`config.mk`:
```
export PLATFORM = sky130hd
export DESIGN_NAME = err_ctl_arbiter
export DESIGN_NICKNAME = d
export VERILOG_FILES = /design/src/rtl/err_ctl_pkg.sv /design/src/rtl/err_trap_arb.sv /design/src/rtl/err_ctl_regs.sv /design/src/rtl/err_ctl_arbiter.sv
export SDC_FILE = /design/constraint.sdc
export NUM_CORES = 1
export LEC_CHECK = 0
export BUFFER_PORTS_ARGS = -buffer_cell sky130_fd_sc_hd__buf_2
export CAP_MARGIN = 20
export CORE_MARGIN = 8
export CORE_UTILIZATION = 23
export DETAILED_ROUTE_END_ITERATION = 8
export PLACE_DENSITY_LB_ADDON = 0.1
export SYNTH_ARGS = -nofsm -noshare
export SYNTH_HDL_FRONTEND = slang
export SYNTH_HIERARCHICAL = 1
export SYNTH_SLANG_ARGS = --single-unit
```
`constraint.sdc`:
```
create_clock -name clk -period 1.4 [get_ports clk]
set_input_delay 0.28 -clock clk [delete_from_list [all_inputs] [get_ports clk]]
set_output_delay 0.28 -clock clk [all_outputs]
set_load 0.02 [all_outputs]
```
`src/rtl/err_ctl_pkg.sv`:
```
package err_ctl_pkg;
    typedef enum logic [1:0] {
        TRAP_NONE  = 2'd0,
        TRAP_SYNC  = 2'd1,
        TRAP_ASYNC = 2'd2,
        TRAP_MULTI = 2'd3
    } trap_kind_t;

    typedef enum logic {
        HS_NORMAL  = 1'b0,
        HS_HANDLER = 1'b1
    } hdl_state_t;

    localparam int unsigned WEAK_BIT = 1;
    localparam int unsigned HDL_BIT  = 0;
endpackage

```
`src/rtl/err_trap_arb.sv`:
```
module err_trap_arb
    import err_ctl_pkg::*;
(
    input  logic       weak_on,
    input  logic       hdl_on,
    input  logic       iuge,
    input  logic       iae,
    input  logic       dae,
    input  logic       auge,
    input  logic       rest,
    input  logic       cont_ok,
    output trap_kind_t kind,
    output logic       unpredictable
);
    logic sync_any;
    logic multi_hit;
    logic async_hit;
    logic sync_hit;
    logic suppress;

    always_comb begin
        sync_any  = iuge | iae | dae;
        multi_hit = hdl_on & sync_any;
        async_hit = ~weak_on & ~hdl_on & (auge | rest);
        suppress  = ~hdl_on & weak_on & cont_ok & (iuge | dae);
        sync_hit  = ~hdl_on & (iae | ((iuge | dae) & ~(weak_on & cont_ok)));
        unpredictable = suppress;
        if (multi_hit)      kind = TRAP_MULTI;
        else if (async_hit) kind = TRAP_ASYNC;
        else if (sync_hit)  kind = TRAP_SYNC;
        else                kind = TRAP_NONE;
    end
endmodule

```
`src/rtl/err_ctl_regs.sv`:
```
module err_ctl_regs
    import err_ctl_pkg::*;
(
    input  logic clk,
    input  logic rst_n,
    input  logic wr_en,
    input  logic wr_weak,
    input  logic wr_hdl,
    input  logic multi_evt,
    input  logic adet_taken,
    input  logic retry_done,
    output logic weak_q,
    output logic hdl_q
);
    hdl_state_t state_q;
    hdl_state_t state_d;

    // handler-active state register
    always_ff @(posedge clk) begin
        if (!rst_n) state_q <= HS_NORMAL;
        else        state_q <= state_d;
    end

    // transitions: ENTER, EXIT, SW_SET, SW_CLR (hardware first)
    always_comb begin
        state_d = state_q;
        unique case (state_q)
            HS_NORMAL: begin
                if (adet_taken)                       state_d = HS_HANDLER; // ENTER
                else if (!retry_done && wr_en && wr_hdl) state_d = HS_HANDLER; // SW_SET
            end
            HS_HANDLER: begin
                if (adet_taken)                       state_d = HS_HANDLER;
                else if (retry_done)                  state_d = HS_NORMAL;  // EXIT
                else if (wr_en && !wr_hdl)            state_d = HS_NORMAL;  // SW_CLR
            end
            default: state_d = HS_NORMAL;
        endcase
    end

    // weak-detection bit: forced on by a multiple-error trap
    always_ff @(posedge clk) begin
        if (!rst_n)         weak_q <= 1'b0;
        else if (multi_evt) weak_q <= 1'b1;
        else if (wr_en)     weak_q <= wr_weak;
    end

    assign hdl_q = (state_q == HS_HANDLER);

    assert_multi_sets_weak_R8: assert property (@(posedge clk) disable iff (!rst_n)
        multi_evt |=> weak_q);
    assert_enter_R9: assert property (@(posedge clk) disable iff (!rst_n)
        adet_taken |=> hdl_q);
    assert_exit_R10: assert property (@(posedge clk) disable iff (!rst_n)
        (retry_done && !adet_taken) |=> !hdl_q);
endmodule

```
`src/rtl/err_ctl_arbiter.sv`:
```
module err_ctl_arbiter
    import err_ctl_pkg::*;
#(
    parameter int unsigned DATA_W = 64
) (
    input  logic              clk,
    input  logic              rst_n,
    input  logic              reg_wr_en,
    input  logic [DATA_W-1:0] reg_wr_data,
    output logic [DATA_W-1:0] reg_rd_data,
    input  logic              err_iuge,
    input  logic              err_iae,
    input  logic              err_dae,
    input  logic              err_auge,
    input  logic              err_rest,
    input  logic              can_continue,
    input  logic              adet_taken,
    input  logic              retry_done,
    output logic              trap_sync,
    output logic              trap_async,
    output logic              trap_multi,
    output logic              result_unpredictable
);
    localparam int unsigned CTL_W = 2;
    localparam int unsigned PAD_W = DATA_W - CTL_W;

    logic       weak_q;
    logic       hdl_q;
    trap_kind_t kind;
    logic       unused_wr_hi;

    assign unused_wr_hi = ^reg_wr_data[DATA_W-1:CTL_W];

    err_trap_arb u_arb (
        .weak_on       (weak_q),
        .hdl_on        (hdl_q),
        .iuge          (err_iuge),
        .iae           (err_iae),
        .dae           (err_dae),
        .auge          (err_auge),
        .rest          (err_rest),
        .cont_ok       (can_continue),
        .kind          (kind),
        .unpredictable (result_unpredictable)
    );

    err_ctl_regs u_regs (
        .clk        (clk),
        .rst_n      (rst_n),
        .wr_en      (reg_wr_en),
        .wr_weak    (reg_wr_data[WEAK_BIT]),
        .wr_hdl     (reg_wr_data[HDL_BIT]),
        .multi_evt  (trap_multi),
        .adet_taken (adet_taken),
        .retry_done (retry_done),
        .weak_q     (weak_q),
        .hdl_q      (hdl_q)
    );

    always_comb begin
        trap_sync  = (kind == TRAP_SYNC);
        trap_async = (kind == TRAP_ASYNC);
        trap_multi = (kind == TRAP_MULTI);
    end

    assign reg_rd_data = {{PAD_W{1'b0}}, weak_q, hdl_q};

    assert_one_trap_R11: assert property (@(posedge clk) disable iff (!rst_n)
        $onehot0({trap_sync, trap_async, trap_multi}));
    assert_strict_trap_R3: assert property (@(posedge clk) disable iff (!rst_n)
        (reg_rd_data[1:0] == 2'b00 && (err_iuge || err_dae)) |-> (trap_sync || trap_async));
    assert_suppress_quiet_R4: assert property (@(posedge clk) disable iff (!rst_n)
        result_unpredictable |-> (!trap_sync && !trap_multi));
    assert_escalate_R7: assert property (@(posedge clk) disable iff (!rst_n)
        (reg_rd_data[0] && (err_iuge || err_iae || err_dae)) |-> (trap_multi && !trap_sync));
    assert_masked_R6: assert property (@(posedge clk) disable iff (!rst_n)
        (reg_rd_data[1:0] != 2'b00) |-> !trap_async);
endmodule

```
==> reports/qor.log <==
[outcome] run status finished with violations
[outcome] violations in the final reports setup timing
[clocking] clock slew at reported path FFs 30 ps
[power_and_ir_drop] Pleak 0.374 nW
[place] Port Buffer Count 18
[synth] asr flop ratio synth 0%
[synth] mux share of post-synthesis cell area 3.28%
[power_and_ir_drop] relative contribution of sequential cells to total power 14.7%
[synth] post-synth design cell area 649 µm²
[synth] synthesized area per cell 7.73 µm²
[critical_path] Crit path largest cell delay 330 ps
[floorplan] number of placed I/O pins 143
[layout] final net count 181
[floorplan] starting density of the core 24.0%
[routing] mean routed wirelength per cell 9.90 µm
[layout] share of post-route cells with drive strength above 1 26.9%
[synth] sequential fraction of the synthesis area 6.17%
[synth] largest cells by area after synthesis buf_4 74%, dfxtp_1 6.2%, mux2_1 1.7%, nand4bb_1 1.7%, mux2i_1 1.5%
[clocking] Worst-Skew Late Latency 220 ps
[clocking] number of H-tree branching levels 1
[floorplan] row count 19
[global_routing] first-pass GRT wire length 2060 µm
[global_routing] initial antenna violation count 0
[timing] minimum setup slack in the final design -151 ps
[synth] Yosys reg bits 2
[synth] most common cell in the synthesized netlist buf_4
[power_and_ir_drop] Switching Fraction 52.3%
[synth] Post-Synth XOR/XNOR Area 0%
[synth] Synth Flop Type dfxtp_1
[floorplan] Core Area 2710 µm²
[synth] post-synthesis simple-gate area fraction 8.29%
[routing] via/cell ratio 2.91
[routing] overall routed net length 1340 µm
[layout] area growth from synthesis to layout -8.48%
[power_and_ir_drop] power density over the cells 832 nW/µm²
[synth] synth cell count leaders 64 x buf_4, 2 x dfxtp_1, 2 x o21ai_0
[critical_path] sort of element at the start of the critical path register
[routing] number of optimization iterations in the first detailed-route pass 3
[synth] proportion of netlist area held by the largest area contributor 74.0%
[worst_hold_path] Hold Path Class input pin to register
[timing] Final Setup Violations 3
[routing] final routed DRC violation total 0
[timing] Layout Skew 2.88 ps
[clocking] maximum buffer depth of the clock tree 2
[timing] setup repair after global routing missed its margin yes
[global_routing] grt ovf 0
[synth] post-synthesis cell count 84
[synth] adder and majority cell fraction of the synthesized area 0%
[timing] endpoints failing hold 0
[power_and_ir_drop] IR Drop Worst-Case VDD 249 µV
[timing] Peak Freq 645 MHz
[synth] library cells used by synthesis 19
[place] post-detail-place hpwl 1240 µm
[clocking] Clock Sinks 2
[synth] Syn. warnings 6
[timing] final worst path period share 111%
[floorplan] area of the die 4780 µm²
[clocking] CTS tree built
[place] final weighted congestion of routability-driven global placement 0.689
[routing] total number of vias 393
[synth] number of enable-type register cells in the synthesized netlist 0
[critical_path] peak fanout along the critical path 4
[layout] Util after Layout 21.9%
[job] max-cap violation count 0
[timing] final slew viol count 0
[critical_path] endpoint class of the critical path primary output
[global_routing] pin count of the biggest net entering global routing 7
[routing] number of nets with antenna violations after detailed routing 0
[global_routing] number of global-route vias before repair 395
[synth] dominant combinational cell family by area after synthesis buffers and inverters
[power_and_ir_drop] combinational power share 59.4%
[synth] library cell with the largest summed area after synthesis buf_4
[critical_path] WS Path Type register to primary output
[critical_path] Slowest-stage cell, CP dfxtp_2
[power_and_ir_drop] switching power 0.000258 W
[global_routing] global-route usage over all layers 5.08%
[layout] diode insertion count for antenna repair 0
[synth] fraction of the mapped netlist area in compound gates 7.71%
[clocking] TritonCTS buffer count 3
[critical_path] data required time at the worst endpoint 1120 ps
[critical_path] ordered cell list for the critical path o21bai_4, o211a_1, and2b_2, buf_6
[clocking] Clk Tree Root Cell clkbuf_4
[floorplan] width of the chip 69.1 µm
[critical_path] worst path arrival time 1270 ps
[floorplan] Die Ht 69.1 µm
[power_and_ir_drop] internal portion of total power 0.000236 W
[power_and_ir_drop] Clock Power Share 25.9%
[clocking] Post-CTS Hold Buffers 0
[routing] number of violations reported at the end of detailed-routing iteration 0 3
[power_and_ir_drop] total power after layout 0.000494 W
[timing] Final Critical Period 1550 ps
-- layer usage --
layer / vias up / GRT usage (%) / wire length (µm)
li1: 182 / - / -
met2: 46 / 6.76 / 544
met3: 0 / 6.44 / 295
met4: 0 / 1.37 / 0
met1: 165 / 4.66 / 496
met5: - / 0 / 0
-- cell usage in the layout, fill, tap and decap left out --
master,instances
nand4bb_1,1
o21bai_4,1
o211a_1,1
o21ai_1,1
o21a_1,1
nand2_1,1
dfxtp_2,2
o211ai_1,1
buf_2,15
buf_4,3
conb_1,62
o21ai_0,1
and2_4,1
nor2b_1,1
buf_6,2
o31ai_1,1
or3_1,1
mux2i_1,1
nand2b_1,1
mux2_1,1
clkbuf_4,3
nor2_1,1
and2b_2,1
-- critical path, delay by kind of cell, from the launching register on --
kind / cells / cell delay [ps]
AO/OA/AOI/OAI: 2 / 390
buffers and inverters: 1 / 110
flip-flops: 1 / 330
AND/OR/NAND/NOR: 1 / 220
-- cell type report --
type	count	area (µm²)
Timing Repair Buffer	20	120
Multi-Input combinational cell	79	370
Sequential cell	2	42.5
Fill cell	313	2120
Tap cell	31	38.8
Clock buffer	3	22.5
-- flip-flops by register name, indices dropped and copies added, names as in the netlist --
signal and flops:
u_regs/hdl_q 1, u_regs/weak_q 1
-- through the flow --
| stage | std cells | cell area, µm² | worst slack, ps | TNS (ps) | hold WS, ps |
|---|---|---|---|---|---|
| global placement | 132 | 542 | -126 | -288 | 497 |
| global route | 135 | 594 | -194 | -514 | 267 |
| finish | 135 | 594 | -151 | -363 | 261 |
| detailed placement | 132 | 542 | -124 | -294 | 496 |
| CTS | 135 | 593 | -173 | -484 | 259 |
| floorplan | 145 | 878 | 107 | 0 | 389 |
-- power by group through the flow --
stage / Sequential (W) / Clock, W / Combinational, W
2_1_floorplan: 0.0000696 / 0 / 0.000349
3_3_place_gp: 0.0000714 / 0 / 0.000262
3_5_place_dp: 0.0000715 / 0 / 0.000261
4_1_cts: 0.0000725 / 0.000137 / 0.000284
5_1_grt: 0.0000738 / 0.000150 / 0.000315
6_report: 0.0000726 / 0.000128 / 0.000294
-- path summary, 6_finish.rpt --
kind	cells after the start	startpoint	slack, ps	endpoint
max	4	u_regs/weak_q	-150	trap_async
min	3	adet_taken	260	u_regs/hdl_q
max reg2reg	4	u_regs/weak_q	250	u_regs/weak_q
min reg2reg	2	u_regs/hdl_q	590	u_regs/hdl_q
-- kinds of logic (layout without fill, tap and decap cells) --
group                  after synthesis  count (layout)
AOI/OAI and AO/OA                    7               7
and+or+nand+nor                      8               8
other                                1              62
buffers and inverters               64              23
DFF                                  2               2
muxes                                2               2
-- repair_timing --
| action | in CTS | in global routing |
|---|---|---|
| endpoints found under the setup margin | 3 | 3 |
| resized for setup | 10 | 1 |
| buffers inserted | 0 | 0 |
| pin swaps | 1 | 1 |
Power figures use the tool's default switching activity.
